$ cat src/rtl/isa_br_pkg.sv
package isa_br_pkg;
  localparam int ISA_WIN_W = 22;
  localparam int ISA_AW    = 24;

  typedef enum logic [2:0] {
    S_IDLE, S_SETUP, S_CMD, S_WAIT, S_TAIL, S_HOLD, S_DONE
  } isa_st_e;

  // host address lies in the window starting at base
  function automatic logic win_hit(input logic [31:0] a, input logic [31:0] base);
    return ((a ^ base) >> ISA_WIN_W) == 32'd0;
  endfunction

  // ISA address from selected upper pair and window offset
  function automatic logic [ISA_AW-1:0] isa_map(input logic [1:0] sa,
                                                input logic [ISA_WIN_W-1:0] lo);
    return {sa, lo};
  endfunction

  // read data seen by host for the decided width
  function automatic logic [15:0] narrow(input logic [15:0] d, input logic full);
    return full ? d : {8'h00, d[7:0]};
  endfunction
endpackage

$ cat src/rtl/isa_br_cfg.sv
module isa_br_cfg #(
  parameter logic [7:0] MASK = 8'hB3
) (
  input  logic       clk,
  input  logic       rst_n,
  input  logic       wr,
  input  logic [7:0] wdata,
  output logic [7:0] q,
  output logic       en,
  output logic [1:0] mem_sa,
  output logic [1:0] io_sa
);
  always_ff @(posedge clk or negedge rst_n) begin
    if (!rst_n)  q <= 8'h00;
    else if (wr) q <= wdata & MASK;
  end

  assign en     = q[7];
  assign mem_sa = q[1:0];
  assign io_sa  = q[5:4];
endmodule

$ cat src/rtl/isa_br_sync.sv
module isa_br_sync #(
  parameter int N = 4
) (
  input  logic         clk,
  input  logic         rst_n,
  input  logic [N-1:0] d,
  output logic [N-1:0] q
);
  for (genvar i = 0; i < N; i++) begin : g_bit
    logic s1, s2;
    always_ff @(posedge clk or negedge rst_n) begin
      if (!rst_n) begin
        s1 <= 1'b0;
        s2 <= 1'b0;
      end else begin
        s1 <= d[i];
        s2 <= s1;
      end
    end
    assign q[i] = s2;
  end
endmodule

$ cat src/rtl/isa_br_seq.sv
module isa_br_seq
  import isa_br_pkg::*;
#(
  parameter int          T_SETUP  = 6,
  parameter int          T_CS16   = 2,
  parameter int          T_RDY    = 4,
  parameter int          T_TAIL   = 4,
  parameter int          T_HOLD   = 3,
  parameter logic [31:0] MEM_BASE = 32'h1B80_0000,
  parameter logic [31:0] IO_BASE  = 32'h1BC0_0000
) (
  input  logic              clk,
  input  logic              rst_n,
  input  logic              h_req,
  input  logic              h_wr,
  input  logic              h_wide,
  input  logic [31:0]       h_addr,
  input  logic [15:0]       h_wdata,
  output logic              h_ack,
  output logic [15:0]       h_rdata,
  output logic              h_full,
  input  logic              en,
  input  logic [1:0]        mem_sa,
  input  logic [1:0]        io_sa,
  output logic [ISA_AW-1:0] isa_addr,
  output logic              sbhe_n,
  output logic              memr_n,
  output logic              memw_n,
  output logic              ior_n,
  output logic              iow_n,
  output logic [15:0]       dout,
  output logic              dout_oe,
  input  logic [15:0]       din,
  output logic              bufen_n,
  output logic              dir_rd,
  input  logic              iochrdy,
  input  logic              memcs16_n,
  input  logic              iocs16_n
);
  localparam int CNT_W = $clog2(T_SETUP + T_RDY + T_TAIL + T_HOLD + 1);

  isa_st_e            st;
  logic [CNT_W-1:0]   cnt;
  logic               wr_q, wide_q, io_q, full_q;
  logic [15:0]        wd_q, rd_q;
  logic [ISA_AW-1:0]  addr_q;

  // named internal events
  logic hit_mem, hit_io, go, cs16_pt, setup_end, rdy_pt, tail_end, hold_end;
  logic busy, cmd_on, cs16_now;

  assign hit_mem   = win_hit(h_addr, MEM_BASE);
  assign hit_io    = win_hit(h_addr, IO_BASE);
  assign go        = en & (hit_mem | hit_io);
  assign cs16_pt   = (st == S_SETUP) && (cnt == CNT_W'(T_SETUP - T_CS16 - 1));
  assign setup_end = (st == S_SETUP) && (cnt == CNT_W'(T_SETUP - 1));
  assign rdy_pt    = (st == S_CMD)   && (cnt == CNT_W'(T_RDY - 1));
  assign tail_end  = (st == S_TAIL)  && (cnt == CNT_W'(T_TAIL - 1));
  assign hold_end  = (st == S_HOLD)  && (cnt == CNT_W'(T_HOLD - 1));
  assign cs16_now  = ~(io_q ? iocs16_n : memcs16_n);
  assign busy      = st inside {S_SETUP, S_CMD, S_WAIT, S_TAIL, S_HOLD};
  assign cmd_on    = st inside {S_CMD, S_WAIT, S_TAIL};

  always_ff @(posedge clk or negedge rst_n) begin
    if (!rst_n) begin
      st     <= S_IDLE;
      cnt    <= '0;
      wr_q   <= 1'b0;
      wide_q <= 1'b0;
      io_q   <= 1'b0;
      full_q <= 1'b0;
      wd_q   <= '0;
      rd_q   <= '0;
      addr_q <= '0;
    end else begin
      unique case (st)
        S_IDLE: if (h_req) begin
          wr_q   <= h_wr;
          wide_q <= h_wide;
          wd_q   <= h_wdata;
          io_q   <= hit_io;
          addr_q <= isa_map(hit_io ? io_sa : mem_sa, h_addr[ISA_WIN_W-1:0]);
          full_q <= 1'b0;
          cnt    <= '0;
          if (go) st <= S_SETUP;
          else begin
            st   <= S_DONE;
            rd_q <= '0;
          end
        end
        S_SETUP: begin
          if (cs16_pt) full_q <= wide_q & cs16_now;
          if (setup_end) begin
            cnt <= '0;
            st  <= S_CMD;
          end else cnt <= cnt + 1'b1;
        end
        S_CMD: begin
          if (rdy_pt) begin
            cnt <= '0;
            st  <= iochrdy ? S_TAIL : S_WAIT;
          end else cnt <= cnt + 1'b1;
        end
        S_WAIT: if (iochrdy) st <= S_TAIL;
        S_TAIL: begin
          if (tail_end) begin
            cnt <= '0;
            st  <= S_HOLD;
            if (!wr_q) rd_q <= narrow(din, full_q);
          end else cnt <= cnt + 1'b1;
        end
        S_HOLD: begin
          if (hold_end) begin
            cnt <= '0;
            st  <= S_DONE;
          end else cnt <= cnt + 1'b1;
        end
        S_DONE:  st <= S_IDLE;
        default: st <= S_IDLE;
      endcase
    end
  end

  assign h_ack    = (st == S_DONE);
  assign h_rdata  = rd_q;
  assign h_full   = full_q;
  assign isa_addr = addr_q;
  assign sbhe_n   = ~(busy & wide_q);
  assign memr_n   = ~(cmd_on & ~io_q & ~wr_q);
  assign memw_n   = ~(cmd_on & ~io_q &  wr_q);
  assign ior_n    = ~(cmd_on &  io_q & ~wr_q);
  assign iow_n    = ~(cmd_on &  io_q &  wr_q);
  assign dout     = wd_q;
  assign dout_oe  = busy & wr_q;
  assign bufen_n  = ~busy;
  assign dir_rd   = ~wr_q;
endmodule

$ cat src/rtl/isa_bridge.sv
module isa_bridge #(
  parameter int          T_SETUP  = 6,
  parameter int          T_CS16   = 2,
  parameter int          T_RDY    = 4,
  parameter int          T_TAIL   = 4,
  parameter int          T_HOLD   = 3,
  parameter int          IRQ_N    = 4,
  parameter logic [31:0] MEM_BASE = 32'h1B80_0000,
  parameter logic [31:0] IO_BASE  = 32'h1BC0_0000
) (
  input  logic             clk,
  input  logic             rst_n,
  input  logic             h_req,
  input  logic             h_wr,
  input  logic             h_wide,
  input  logic [31:0]      h_addr,
  input  logic [15:0]      h_wdata,
  output logic             h_ack,
  output logic [15:0]      h_rdata,
  output logic             h_full,
  input  logic             cfg_wr,
  input  logic [7:0]       cfg_wdata,
  output logic [7:0]       cfg_q,
  output logic [23:0]      isa_addr,
  output logic             isa_sbhe_n,
  output logic             isa_memr_n,
  output logic             isa_memw_n,
  output logic             isa_ior_n,
  output logic             isa_iow_n,
  output logic [15:0]      isa_dout,
  output logic             isa_dout_oe,
  input  logic [15:0]      isa_din,
  output logic             isa_bufen_n,
  output logic             isa_dir_rd,
  output logic             isa_resetdrv,
  input  logic             isa_iochrdy,
  input  logic             isa_memcs16_n,
  input  logic             isa_iocs16_n,
  input  logic [IRQ_N-1:0] isa_irq,
  output logic [IRQ_N-1:0] irq_q
);
  logic       en;
  logic [1:0] mem_sa, io_sa;

  assign isa_resetdrv = ~rst_n;

  isa_br_cfg u_cfg (
    .clk(clk), .rst_n(rst_n), .wr(cfg_wr), .wdata(cfg_wdata), .q(cfg_q),
    .en(en), .mem_sa(mem_sa), .io_sa(io_sa)
  );

  isa_br_sync #(.N(IRQ_N)) u_sync (
    .clk(clk), .rst_n(rst_n), .d(isa_irq), .q(irq_q)
  );

  isa_br_seq #(
    .T_SETUP(T_SETUP), .T_CS16(T_CS16), .T_RDY(T_RDY), .T_TAIL(T_TAIL),
    .T_HOLD(T_HOLD), .MEM_BASE(MEM_BASE), .IO_BASE(IO_BASE)
  ) u_seq (
    .clk(clk), .rst_n(rst_n),
    .h_req(h_req), .h_wr(h_wr), .h_wide(h_wide), .h_addr(h_addr),
    .h_wdata(h_wdata), .h_ack(h_ack), .h_rdata(h_rdata), .h_full(h_full),
    .en(en), .mem_sa(mem_sa), .io_sa(io_sa),
    .isa_addr(isa_addr), .sbhe_n(isa_sbhe_n),
    .memr_n(isa_memr_n), .memw_n(isa_memw_n), .ior_n(isa_ior_n), .iow_n(isa_iow_n),
    .dout(isa_dout), .dout_oe(isa_dout_oe), .din(isa_din),
    .bufen_n(isa_bufen_n), .dir_rd(isa_dir_rd), .iochrdy(isa_iochrdy),
    .memcs16_n(isa_memcs16_n), .iocs16_n(isa_iocs16_n)
  );
endmodule

$ cat config.mk
export PLATFORM = sky130hd
export DESIGN_NAME = isa_bridge
export DESIGN_NICKNAME = d
export VERILOG_FILES = /design/src/rtl/isa_br_pkg.sv /design/src/rtl/isa_br_cfg.sv /design/src/rtl/isa_br_sync.sv /design/src/rtl/isa_br_seq.sv /design/src/rtl/isa_bridge.sv
export SDC_FILE = /design/constraint.sdc
export NUM_CORES = 1
export LEC_CHECK = 0
export BUFFER_PORTS_ARGS = -buffer_cell sky130_fd_sc_hd__buf_2
export CAP_MARGIN = 30
export CORE_MARGIN = 2
export CORE_UTILIZATION = 30
export CTS_BUF_LIST = sky130_fd_sc_hd__clkbuf_8
export CTS_CLUSTER_SIZE = 24
export DETAILED_ROUTE_END_ITERATION = 8
export PLACE_DENSITY_LB_ADDON = 0.08
export SLEW_MARGIN = 20
export SYNTH_ARGS = -nofsm -noshare
export SYNTH_HDL_FRONTEND = slang
export SYNTH_SLANG_ARGS = --single-unit
$ cat constraint.sdc
create_clock -name clk -period 3.4 [get_ports clk]
set_input_delay 0.68 -clock clk [delete_from_list [all_inputs] [get_ports clk]]
set_output_delay 0.68 -clock clk [all_outputs]
set_load 0.01 [all_outputs]
==> impl_metrics.tcl <==
set metrics [dict create \
    finalSetupViolCount 0 \
    first_iter_violations 91 \
    grt_usage_pct 13.8 \
    finalHoldViolCount 0 \
    clock_latency_ps 360 \
    dp_hpwl_um 5970 \
    max_freq_ghz 0.391 \
    rrSetupSlack_ps 860 \
    start_util_pct 30.5 \
    post_cts_resized 0 \
    worst-path-stages 6 \
    path_class "flop to output pin" \
    cp_common_cell "inv_1" \
    num_antenna_cells 0 \
    synth_warnings 0 \
    cp.required_ps 2720 \
    synthMuxAreaShare_pct 20.8 \
    yosys.area_share.simple_pct 10.9 \
    cp_slowest_stage_delay_ps 620 \
    avgSynthCellArea_sq_um 12.5 \
    die_x_um 114 \
    via_per_inst 4.55 \
    status "finished, final reports clean" \
    synth_top_family_by_area "multiplexers" \
    clk_path_buf_depth 2 \
    synth-seq-area-share_pct 55.9 \
    ctsHoldBuffers 0 \
    pin_count 164 \
    area_delta_synth_final_pct 29.2 \
    setup_ws_ps 843 \
    fin_crit_ps 2560 \
    htreeDepth 3 \
    power_density_nw_per_um2 820 \
    synthXorXnorAreaFrac_pct 0 \
    grt_remaining_overflow 0 \
    io_buffers 157 \
    cp_max_fo 14 \
    worstSetupEndpointType "output pin" \
    design.die.area_sq_um 13000 \
    post-route-util_pct 39.3 \
    ys_ff_latch 81 \
    routabilityCongestion 0.751 \
    cp_cell_sequence "inv_1 > nor3_2 > inv_1 > nand2_1 > nand3_1 > buf_2" \
    postRouteWirelength_um 8380 \
    leakage_nw 2.33 \
    vdd_drop_max_uv 408 \
    dieHeight_um 114 \
    hold_slack_ps 258 \
    yosys.area_share.adder_pct 1.03 \
    tightest_slew_ps 887 \
    post_cts_buffers 0 \
    r2r_cells 6 \
    finalClockSkew_ps 9.19 \
    critPathTopFamily "flip-flops" \
    critPathArrivalTime_ps 1880 \
    drive_gt1_share_pct 52.2 \
    grt_max_degree 51 \
    path_buf_inv 3 \
    clkSinkCount 81 \
    maxCapViolations 0 \
    grt_pass1_vias 2743 \
    path_clk_slew_ps 80 \
    design_area_sq_um 4690 \
    synth_compound_gate_area_share_pct 5.66 \
    cts_buffers 9 \
    critPathLaunch "u_seq.st[2]" \
    grt_first_pass_wirelength_um 13800 \
    avgRoutedWirePerCell_um 14.1 \
    drc_errors 0 \
    hp-class "primary input to asynchronous set/reset pin" \
    ant_nets 0 \
    cts_tree "yes" \
    rr_startpoint "u_seq.cnt[0]" \
    placed_cell_area_sq_um 4490 \
    synth.distinct_cells 42 \
    finalMaxSlewViolations 0 \
    dr.pass1.iters 4 \
    slowest_stage "dfrtp_1" \
    period_share_pct 75.2 \
    finalSetupTns_ps 0 \
    max_slew_margin_pct 40.9 \
    reg2reg_to "u_seq.h_rdata[11]" \
    antenna_found_initial 0 \
    vias 2699 \
    pre_cts_ws_ps 827 \
    core_sq_um 11900 \
    synth_area_sq_um 3630 \
    cts-root-buf "clkbuf_8" \
    startpoint_type "flop" \
    finalNetCount 530 \
    netlist_instances 290 \
    rsz0062_at_grt "false" \
    rows 40 \
]
==> Yosys cell counts <==
cell type  instances  area share, %
nor3b_1            1           0.21
buf_12             1           0.55
nor2_1             8           0.83
and3_1            10            1.7
nand4_1            4           0.69
or4_1              1           0.21
mux2_4             2           0.83
nand4bb_1          1           0.31
buf_4              8            1.7
and2_0             1           0.17
a31oi_1            1           0.17
a21oi_1            9            1.2
dfrtp_1           81             56
mux2i_1           14            3.9
buf_1              1           0.10
a32oi_1            1           0.24
o21ai_0            9            1.2
o31ai_1            2           0.41
nand3_1            5           0.69
nor3_4             1           0.45
nor4b_4            1           0.66
mux2_2            52             16
buf_2              7           0.97
inv_1             16            1.7
buf_6              1           0.31
a22o_1             1           0.24
o2bb2ai_1          3           0.72
nor2b_1            4           0.69
and2_1             1           0.17
ha_1               3            1.0
o21a_1             2           0.41
nand2b_1           7            1.2
nor3_2             2           0.55
nand2_1           17            1.8
o22ai_1            1           0.17
nor3_1             3           0.41
o32ai_1            1           0.24
o311a_1            2           0.55
clkbuf_1           2           0.21
conb_1             1           0.10
clkbuf_2           1           0.14
nand3b_1           1           0.21
==> power by group <==
group | switching (W) | internal [W]
logic | 0.000788 | 0.000770
clock network | 0.000362 | 0.000356
registers | 0.000260 | 0.00131
==> registers in the layout, indices dropped and copies added, names as in the netlist <==
signal           cells
u_seq.cnt            5
u_seq.h_rdata       16
u_seq.h_full         1
u_seq.isa_addr      24
u_seq.wr_q           1
u_seq.dout          16
u_sync.g_bit.s1      4
u_seq.io_q           1
u_cfg.q              5
u_seq.wide_q         1
u_seq.st             3
u_sync.g_bit.s2      4
==> layer usage <==
| layer | global-route usage, % | share of wire [%] |
|---|---|---|
| met1 | 17.4 | 44 |
| met2 | 20.5 | 47 |
| met3 | 4.84 | 7.1 |
| met4 | 7.64 | 2.5 |
| met5 | 0 | 0 |
==> metrics by stage <==
step	std cells	total power, W
6_report	593	0.00385
5_1_grt	593	0.00417
4_1_cts	593	0.00392
3_5_place_dp	578	0.00317
3_3_place_gp	578	0.00317
2_1_floorplan	292	0.00260
==> worst max path at each step <==
stage                        endpoint  slack [ps]
floorplan                   isa_ior_n        1220
finish                      isa_ior_n         840
CTS                         isa_ior_n         770
global route         u_seq.h_rdata[8]         600
global placement    u_seq.h_rdata[15]         830
detailed placement  u_seq.h_rdata[10]         830
==> final cells by class <==
cell class	count	area [sq um]
Clock inverter	5	56.3
Inverter	16	60.1
Sequential cell	81	2030
Timing Repair Buffer	160	811
Multi-Input combinational cell	174	1410
Clock buffer	10	138
Fill cell	1198	7220
Tap cell	147	184
==> layout by cell type, fill, tap and decap left out, types with 4 or more instances in the layout <==
master      n
nand2_1    17
mux2_2     52
a21oi_1     9
nand3_1     5
buf_2     156
o21ai_0     9
nor2b_1     4
buf_4       4
nor2_1      8
nand4_1     4
mux2i_1    14
and3_1     10
clkbuf_8   10
inv_1      17
dfrtp_1    81
nand2b_1    7
==> kinds of logic (layout without fill, tap and decap cells) <==
group           Yosys count  after routing
other cells               1              3
simple gates             68             68
compound gates           32             32
mux                      68             68
buf+inv                  37            191
flops                    81             81
fa+ha+maj                 3              3
Note: power is estimated with default switching activity, not from simulation.
